$ cat src/rtl/txq_pkg.sv
// Package: shared types and class indices for the transmit opcode queue.
// Assumes: exactly two queue classes; the index order sets the array layout.
package txq_pkg;
    typedef enum logic [1:0] {
        PH_IDLE = 2'd0,   // bus idle after a nominal separation
        PH_DATA = 2'd1,   // start-of-frame seen, frame body running
        PH_RESP = 2'd2,   // end of data seen, response window
        PH_EOF  = 2'd3    // minimum end of frame reached
    } phase_t;

    localparam int NUM_CLASS = 2;
    localparam int CL_MSG    = 0;
    localparam int CL_IFR    = 1;
endpackage

$ cat src/rtl/txq_phase.sv
// Module: frame phase tracker.
// Follows the frame on the receive line from decoded symbol pulses.
// Assumes: the pulses are one clock wide; start-of-frame has the highest
// priority, then separation, then end of frame, then end of data.
module txq_phase
    import txq_pkg::*;
(
    input  logic   clk,
    input  logic   rst_n,
    input  logic   sof,
    input  logic   eod_any,
    input  logic   eof_min,
    input  logic   ifs_nom,
    output phase_t phase
);
    // Purpose: step the phase on each symbol pulse.
    always_ff @(posedge clk) begin
        if (!rst_n)       phase <= PH_IDLE;
        else if (sof)     phase <= PH_DATA;
        else if (ifs_nom) phase <= PH_IDLE;
        else if (eof_min) phase <= PH_EOF;
        else if (eod_any) phase <= PH_RESP;
    end

    // a start-of-frame always opens a new frame body
    a_r3_sof_opens_frame: assert property (@(posedge clk) disable iff (!rst_n)
        sof |=> phase == PH_DATA);
endmodule

$ cat src/rtl/txq_slot.sv
// Module: one single-entry opcode slot.
// Holds one opcode. A load overwrites the slot; cancel or release empties it.
// Assumes: load has priority over cancel and release in the same cycle.
module txq_slot #(
    parameter int OP_W = 4
) (
    input  logic            clk,
    input  logic            rst_n,
    input  logic            load,
    input  logic [OP_W-1:0] load_op,
    input  logic            cancel,
    input  logic            rel,
    output logic            vld,
    output logic [OP_W-1:0] op,
    output logic            ovr_hit
);
    // Purpose: an overwrite is a load onto a held opcode that is not leaving.
    assign ovr_hit = load && vld && !rel;

    // Purpose: keep the slot contents.
    always_ff @(posedge clk) begin
        if (!rst_n) begin
            vld <= 1'b0;
            op  <= '0;
        end else if (load) begin
            vld <= 1'b1;
            op  <= load_op;
        end else if (cancel || rel) begin
            vld <= 1'b0;
        end
    end

    // a load is never lost to a same-cycle cancel
    a_r11_load_wins: assert property (@(posedge clk) disable iff (!rst_n)
        load |=> vld && op == $past(load_op));
    // a release without a load empties the slot
    a_r7_rel_clears: assert property (@(posedge clk) disable iff (!rst_n)
        rel && !load |=> !vld);
endmodule

$ cat src/rtl/txq_release.sv
// Module: release arbiter.
// Decides which slot may start this cycle. A response is eligible on
// end of data. A message is eligible while idle, or on an early start-of-frame
// after minimum end of frame. A cancelled slot is never eligible. The
// response wins a tie.
// Assumes: purely combinational; the outputs are registered by the parent.
module txq_release
    import txq_pkg::*;
(
    input  logic                 clk,
    input  logic                 rst_n,
    input  logic [NUM_CLASS-1:0] vld,
    input  logic [NUM_CLASS-1:0] cancel,
    input  phase_t               phase,
    input  logic                 sof,
    input  logic                 eod_any,
    output logic [NUM_CLASS-1:0] rel
);
    logic elig_msg;
    logic elig_ifr;

    // Purpose: eligibility of each class and the fixed priority between them.
    always_comb begin
        elig_ifr    = vld[CL_IFR] && !cancel[CL_IFR] && eod_any;
        elig_msg    = vld[CL_MSG] && !cancel[CL_MSG] &&
                      (phase == PH_IDLE || (phase == PH_EOF && sof));
        rel         = '0;
        rel[CL_IFR] = elig_ifr;
        rel[CL_MSG] = elig_msg && !elig_ifr;
    end

    // at most one release per cycle
    a_r6_single_release: assert property (@(posedge clk) disable iff (!rst_n)
        $onehot0(rel));
    // a cancelled slot is not released
    a_r11_cancel_blocks: assert property (@(posedge clk) disable iff (!rst_n)
        (rel & cancel) == '0);
endmodule

$ cat src/rtl/j1850_txq_ctrl.sv
// Module: J1850 transmit opcode queue controller (top).
// Queues host opcodes in one slot per class and releases each at its legal
// point in the frame. It cancels them by error class and flags overwrites.
// Assumes: all symbol and error inputs are one-clock pulses, synchronous to clk.
module j1850_txq_ctrl
    import txq_pkg::*;
#(
    parameter int OP_W = 4
) (
    input  logic            clk,
    input  logic            rst_n,
    input  logic            sym_sof,
    input  logic            sym_eod_nom,
    input  logic            sym_eod_min,
    input  logic            sym_eof_min,
    input  logic            sym_ifs_nom,
    input  logic            err_tla,
    input  logic            err_ibd,
    input  logic            err_ifd,
    input  logic            err_crc,
    input  logic            err_brk,
    input  logic            err_len,
    input  logic            err_flim,
    input  logic            len_chk_en,
    input  logic            flim_chk_en,
    input  logic            op_wr,
    input  logic [OP_W-1:0] op_data,
    output logic            tx_start,
    output logic [OP_W-1:0] tx_op,
    output logic            tx_ready,
    output logic            ovr_flag
);
    localparam int CLS_BIT = OP_W - 1;

    phase_t                 phase_q;
    logic                   eod_any;
    logic                   op_is_ifr;
    logic [NUM_CLASS-1:0]   slot_load;
    logic [NUM_CLASS-1:0]   slot_cancel;
    logic [NUM_CLASS-1:0]   slot_rel;
    logic [NUM_CLASS-1:0]   slot_vld;
    logic [NUM_CLASS-1:0]   slot_ovr;
    logic [OP_W-1:0]        slot_op [NUM_CLASS];

    assign eod_any   = sym_eod_nom || sym_eod_min;
    assign op_is_ifr = op_data[CLS_BIT];

    txq_phase u_phase (
        .clk     (clk),
        .rst_n   (rst_n),
        .sof     (sym_sof),
        .eod_any (eod_any),
        .eof_min (sym_eof_min),
        .ifs_nom (sym_ifs_nom),
        .phase   (phase_q)
    );

    // Purpose: route writes to their class; a response needs a frame begun.
    always_comb begin
        slot_load         = '0;
        slot_load[CL_MSG] = op_wr && !op_is_ifr;
        slot_load[CL_IFR] = op_wr && op_is_ifr && (phase_q != PH_IDLE);
    end

    // Purpose: per-class cancellation sets.
    always_comb begin
        slot_cancel         = '0;
        slot_cancel[CL_MSG] = err_brk;
        slot_cancel[CL_IFR] = err_ibd || err_ifd || err_crc || err_brk ||
                              (err_len && len_chk_en) ||
                              (err_flim && flim_chk_en);
    end

    for (genvar g = 0; g < NUM_CLASS; g++) begin : g_slot
        txq_slot #(.OP_W(OP_W)) u_slot (
            .clk     (clk),
            .rst_n   (rst_n),
            .load    (slot_load[g]),
            .load_op (op_data),
            .cancel  (slot_cancel[g]),
            .rel     (slot_rel[g]),
            .vld     (slot_vld[g]),
            .op      (slot_op[g]),
            .ovr_hit (slot_ovr[g])
        );
    end

    txq_release u_rel (
        .clk     (clk),
        .rst_n   (rst_n),
        .vld     (slot_vld),
        .cancel  (slot_cancel),
        .phase   (phase_q),
        .sof     (sym_sof),
        .eod_any (eod_any),
        .rel     (slot_rel)
    );

    // Purpose: register the start pulse and the opcode being started.
    always_ff @(posedge clk) begin
        if (!rst_n) begin
            tx_start <= 1'b0;
            tx_op    <= '0;
        end else begin
            tx_start <= |slot_rel;
            if (slot_rel[CL_IFR])      tx_op <= slot_op[CL_IFR];
            else if (slot_rel[CL_MSG]) tx_op <= slot_op[CL_MSG];
        end
    end

    // Purpose: sticky overwrite flag.
    always_ff @(posedge clk) begin
        if (!rst_n) ovr_flag <= 1'b0;
        else        ovr_flag <= ovr_flag || (|slot_ovr);
    end

    // Purpose: message has reached its release window.
    assign tx_ready = slot_vld[CL_MSG] &&
                      (phase_q == PH_EOF || phase_q == PH_IDLE);

    // a started message was eligible by phase in the previous cycle
    a_r3_msg_window: assert property (@(posedge clk) disable iff (!rst_n)
        tx_start && !tx_op[CLS_BIT] |->
            $past(phase_q == PH_IDLE || (phase_q == PH_EOF && sym_sof)));
    // a started response follows an end-of-data pulse
    a_r5_ifr_on_eod: assert property (@(posedge clk) disable iff (!rst_n)
        tx_start && tx_op[CLS_BIT] |-> $past(sym_eod_nom || sym_eod_min));
    // a break empties both slots unless a write refills one
    a_r8_brk_clears: assert property (@(posedge clk) disable iff (!rst_n)
        err_brk && !op_wr |=> slot_vld == '0);
    // lost arbitration alone does not remove a queued message
    a_r8_tla_keeps: assert property (@(posedge clk) disable iff (!rst_n)
        err_tla && !err_brk && slot_vld[CL_MSG] && !slot_rel[CL_MSG] |=>
            slot_vld[CL_MSG]);
    // the overwrite flag is sticky and only a write can raise it
    a_r10_ovr_sticky: assert property (@(posedge clk) disable iff (!rst_n)
        ovr_flag |=> ovr_flag);
    a_r10_ovr_cause: assert property (@(posedge clk) disable iff (!rst_n)
        $rose(ovr_flag) |-> $past(op_wr));
    // ready never shows during a frame body
    a_r4_ready_window: assert property (@(posedge clk) disable iff (!rst_n)
        sym_sof |=> !tx_ready);
endmodule

$ cat config.mk
export PLATFORM = sky130hd
export DESIGN_NAME = j1850_txq_ctrl
export DESIGN_NICKNAME = d
export VERILOG_FILES = /design/src/rtl/txq_pkg.sv /design/src/rtl/txq_phase.sv /design/src/rtl/txq_slot.sv /design/src/rtl/txq_release.sv /design/src/rtl/j1850_txq_ctrl.sv
export SDC_FILE = /design/constraint.sdc
export NUM_CORES = 1
export LEC_CHECK = 0
export ABC_CLOCK_PERIOD_IN_PS = 2250
export CORE_MARGIN = 2
export CORE_UTILIZATION = 46
export CTS_CLUSTER_DIAMETER = 30
export DETAILED_ROUTE_END_ITERATION = 10
export PLACE_DENSITY = 0.8
export REMOVE_ABC_BUFFERS = 1
export SLEW_MARGIN = 10
export SYNTH_ARGS = -nofsm -noshare
export SYNTH_HDL_FRONTEND = slang
export SYNTH_SLANG_ARGS = --single-unit
$ cat constraint.sdc
create_clock -name clk -period 2.25 [get_ports clk]
set_input_delay 0.675 -clock clk [delete_from_list [all_inputs] [get_ports clk]]
set_output_delay 0.675 -clock clk [all_outputs]
set_load 0.02 [all_outputs]
# After elaboration in Yosys (flattened, before gate mapping)
# Cells that the tools add are included.
dict set report classes {
  n_eq_ne 1
  n_mux 10
  bitwise 1
  reduce_logical 42
}
# op n
set ops {}
lappend ops {{$logic_and A1 B1 Y1} 16}
lappend ops {{$logic_or A1 B1 Y1} 11}
lappend ops {{$reduce_bool A2 Y1} 5}
lappend ops {{$mux W4} 2}
lappend ops {{$mux W1} 6}
lappend ops {{$logic_not A1 Y1} 5}
lappend ops {{$mux W2} 2}
lappend ops {{$reduce_bool A4 Y1} 1}
lappend ops {{$reduce_or A2 Y1} 2}
lappend ops {{$reduce_or A3 Y1} 1}
lappend ops {{$eq A2 B2 Y1 const B} 1}
lappend ops {{$logic_not A2 Y1} 1}
lappend ops {{$not A1 Y1} 1}
dict set report word_totals {
  reg_bits 18
  input_bits 21
  output_inout_bits 7
  elab_cells 63
}

# Depth between registers and ports, before layout
dict set report depth {
  ltp_word 14
  ltp_mapped 6
}

# Cells and area by module
# From an unflattened synthesis, not the netlist that was laid out.
dict set report hier_totals {
  hier_cells 78
  hier_area_um2 850.8
}
# module instances cells_per_inst area_per_inst_um2
set modules_own_cells {}
lappend modules_own_cells {txq_slot 2 17 201.4}
lappend modules_own_cells {j1850_txq_ctrl 1 31 310.3}
lappend modules_own_cells {txq_phase 1 7 76.3}
lappend modules_own_cells {txq_release 1 6 61.3}

# Worst setup path before layout
# Ideal clock, no wire load.
dict set report synth_timing {
  path_type {flip-flop to output port}
  startpoint {register u_phase.phase[0]}
  endpoint {output port tx_ready}
  arrival_time_ns 0.961
  required_time_ns 1.575
  path_slack_ns 0.614
  path_stages_with_launch 4
  path_buffers 0
  cell_sequence {dfxtp_1 > inv_1 > ha_1 > nor2b_1}
}
dict set report synth_between {
  elab_chain_len 3
  word_cells_on_any_way 4
  classes_between {1 x eq/ne; 3 x reduce/logical}
}
# item line_no
set synth_lines {}
lappend synth_lines {{start: declaration} txq_phase.sv:14} ;# output phase_t phase
lappend synth_lines {{start signal: assignment} txq_phase.sv:18} ;# if (!rst_n) phase <= PH_IDLE;
lappend synth_lines {{start signal: assignment} txq_phase.sv:19} ;# else if (sof) phase <= PH_DATA;
lappend synth_lines {{start signal: assignment} txq_phase.sv:20} ;# else if (ifs_nom) phase <= PH_IDLE;
lappend synth_lines {{$eq A2 B2 Y1 or $logic_not A2 Y1 (tied branches)} j1850_txq_ctrl.sv:119} ;# (phase_q == PH_EOF || phase_q == PH_IDLE);
lappend synth_lines {{$logic_or A1 B1 Y1 (*)} j1850_txq_ctrl.sv:119}
lappend synth_lines {{$logic_and A1 B1 Y1 (*)} j1850_txq_ctrl.sv:118} ;# assign tx_ready = slot_vld[CL_MSG] &&
lappend synth_lines {{end: declaration} j1850_txq_ctrl.sv:30} ;# output logic tx_ready,
# Every way passes the cells marked *; elsewhere a longest branch is shown, timed or not.

# Final worst setup path
# Same ends and word-level chain as after synthesis.

==> reports/qor.log <==
[power] Lkg Pwr 0.421 nW
[timing] unrepaired setup endpoints after global routing false
[floorplan] initial standard-cell utilization of the core 48.1%
[routing] number of optimization iterations in the first detailed-route pass 4
[timing] Slew Viols, Final 0
[yosys] cell with the most instances after synthesis dfxtp_1
[critical_path] critical path startpoint category register
[clocking] Clock Root Buffer clkbuf_4
[critical_path] Crit path arrival time 1450 ps
[yosys] Post-Synthesis Mean Instance Area 9.68 µm²
[place] global placer's final weighted congestion 0.765
[timing] worst relative slew slack 71.5%
[critical_path] Crit Path Category register to output port
[yosys] top cell type's share of synthesized area 44.3%
[routing] Avg Vias per Cell 5.42
[finish] number of antenna repair diodes 0
[clocking] CTS tree built
[global_route] GRT Resource Usage Total 17.9%
[timing] final worst-path cycle share 94.3%
[timing] setup_tns 0 ps
[place] number of placed instances, taps included 127
[yosys] most used flip-flop cell after synthesis dfxtp_1
[yosys] commonest cells in the synthesized netlist dfxtp_1, nand2_1, mux2i_1
[floorplan] Die Area 0.00212 mm²
[routing] final routed DRC violation total 0
[yosys] synth unique cells 28
[critical_path] CP cell instances inv_1, ha_1, nor2b_1, dlygate4sd2_1
[timing] slew at the pin closest to its max-slew limit 427 ps
[place] total of buffers placed on input and output ports 26
[routing] Detailed Route Iter0 Violations 9
[global_route] antenna violations before repair 0
[finish] count of placed standard cells in the final layout, fillers left out 130
[clocking] hold buffer count at cts 0
[flow_run] number of violations of the max-capacitance limit 0
[yosys] number of synthesized flops with an enable pin 0
[yosys] flops & latches, synth 18
[routing] routed via count 704
[global_route] GRT Residual Overflow 0
[status] run status completed
[routing] WL per Instance 12.6 µm
[critical_path] Max stage delay cell, worst path dfxtp_1
[floorplan] count of boundary I/O pins 28
[finish] proportion of layout cells with a drive suffix above 1 11.5%
[yosys] synthesized netlist cell count 84
[clocking] number of buffers inserted during clock tree synthesis 3
[global_route] vias in the first global route 634
[clocking] buffer count from post-CTS setup fixing 0
[critical_path] maximum cell stage delay along the critical path 360 ps
[floorplan] core region area 0.00169 mm²
[floorplan] total number of placement rows 15
[yosys] post-synthesis async set-or-reset flop share 0%
[clocking] buffer levels on the longest clock path 2
[clocking] clock slew at the register clock pins of the worst setup and hold paths 90 ps
[yosys] simple logic cell fraction of the synthesized area 22.2%
[yosys] compound-cell area share of the yosys netlist 19.4%
[critical_path] worst path required time 1570 ps
[timing] clk_skew 0.785 ps
[routing] Post-DRT Antenna Nets 0
[yosys] cell type with the largest total area after synthesis dfxtp_1
[yosys] share of the synthesized netlist area taken by xor and xnor gates 0%
[power] power density cells 515 mW/mm²
[clocking] clock latency reported for the late side of the worst-skew pair 280 ps
[critical_path] maximum fanout encountered on the critical timing path 3
[timing] Final min period 2120 ps
[timing] Final Hold Fails 0
[critical_path] register-to-register setup slack 770 ps
[critical_path] Critical Path End Type output port
[floorplan] DIE WIDTH 46.0 µm
[global_route] wire length of the first global-routing pass 2.73 mm
[finish] Area growth syn-to-layout 38.5%
[yosys] mux cell area share after synthesis 8.62%
[yosys] combinational family with the most area after synthesis simple AND/OR/NAND/NOR gates
[power] worst vdd ir 314 µV
[yosys] fraction of the mapped netlist area in adder cells 3.08%
[place] detailed placer's ending HPWL 1.25 mm
[yosys] Synth warnings 0
[yosys] sequential cell area fraction in the yosys report 44.3%
[timing] count of endpoints failing setup in the final report 0
[yosys] netlist area before placement 813 µm²
[clocking] total clock sinks 18
[floorplan] height of the die 46.0 µm
[clocking] number of H-tree levels 1
[hold_path] Hold/Removal Path Class register to register
[finish] Post-layout nets 138
[routing] wire length after detailed routing 1.64 mm
[timing] maximum clock frequency 0.471 GHz
[global_route] largest net degree at the start of global routing 22
[yosys] cells taking the most area after synthesis dfxtp_1, mux2i_1, nand2_1
-- where the power goes --
part | internal (W) | leakage, nW | total [W] | switching [W]
Combinational | 0.0000559 | 0.261 | 0.0000949 | 0.0000390
Sequential | 0.000329 | 0.146 | 0.000334 | 0.00000581
Clock | 0.0000621 | 0.0138 | 0.000150 | 0.0000881
-- layer usage --
| metal | global-route usage (%) | wire length [µm] | vias up |
|---|---|---|---|
| li1 | - | - | 360 |
| met1 | 21.4 | 689 | 334 |
| met2 | 31.1 | 905 | 10 |
| met3 | 5.95 | 43 | 0 |
| met4 | 3.43 | 0 | 0 |
| met5 | 0 | 0 | - |
-- worst max-delay path, delay by kind of cell (launching register included) --
kind                     cells  cell delay (ps)
buffers and inverters        2              400
adder cells (fa/ha/maj)      1              290
flip-flops                   1              360
AND/OR/NAND/NOR              1              120
-- what timing repair did --
action                                  CTS  global route
resized for setup                         1             0
endpoints found under the hold margin     0             0
endpoints found under the setup margin    1             0
-- final timing paths --
kind                                  to  cells past startpoint              startpoint
hold / removal    g_slot[0].u_slot.op[3]                      2  g_slot[0].u_slot.op[3]
hold reg to reg   g_slot[0].u_slot.op[3]                      2  g_slot[0].u_slot.op[3]
setup reg to reg                tx_op[1]                      6        u_phase.phase[0]
setup / recovery                tx_ready                      4        u_phase.phase[0]
-- metrics by stage --
stage          setup WS [ps]  instance area, µm²  utilization, %  hold WS [ps]  power (W)
3_5_place_dp            94.2                1100            65.4           419   0.000438
5_1_grt                 23.8                1130            66.7           448   0.000614
6_report                 128                1130            66.7           434   0.000580
4_1_cts                  114                1130            66.7           434   0.000588
3_3_place_gp             127                1100            65.4           416   0.000435
2_1_floorplan            614                 801               -           409   0.000379
-- cells in the final DEF (no fill, tap or decap), drive strengths merged, types with 2 or more instances in the layout --
master	netlist	final
mux2i	7	7
nor2	5	5
dfxtp	18	18
buf	1	3
o21a	4	4
or2	2	2
nand2	10	10
nor2b	5	5
o31ai	5	5
a21oi	6	6
inv	2	2
ha	2	2
clkbuf	2	3
a21boi	3	3
clkdlybuf4s50	0	25
-- cell type report --
type                       instances  area [µm²]
clock buffer                       3        22.5
fill                             148         563
inverter                           2        7.51
multi-input combinational         61         433
sequential                        18         360
tap                               17        21.3
timing repair buffer              29         282
-- state kept, by name (all words and copies together) (netlist names) --
signal,count
g_slot.u_slot.op,8
g_slot.u_slot.vld,2
ovr_flag,1
tx_op,4
tx_start,1
u_phase.phase,2
-- cells by family (layout without fill, tap and decap cells) --
| group | count (synthesis) | in the layout |
|---|---|---|
| fa+ha+maj | 2 | 2 |
| buf+inv | 5 | 34 |
| flops | 18 | 18 |
| compound gates | 22 | 22 |
| mux | 7 | 7 |
| simple gates | 30 | 30 |
No activity file was read; power rests on OpenSTA's default activity.
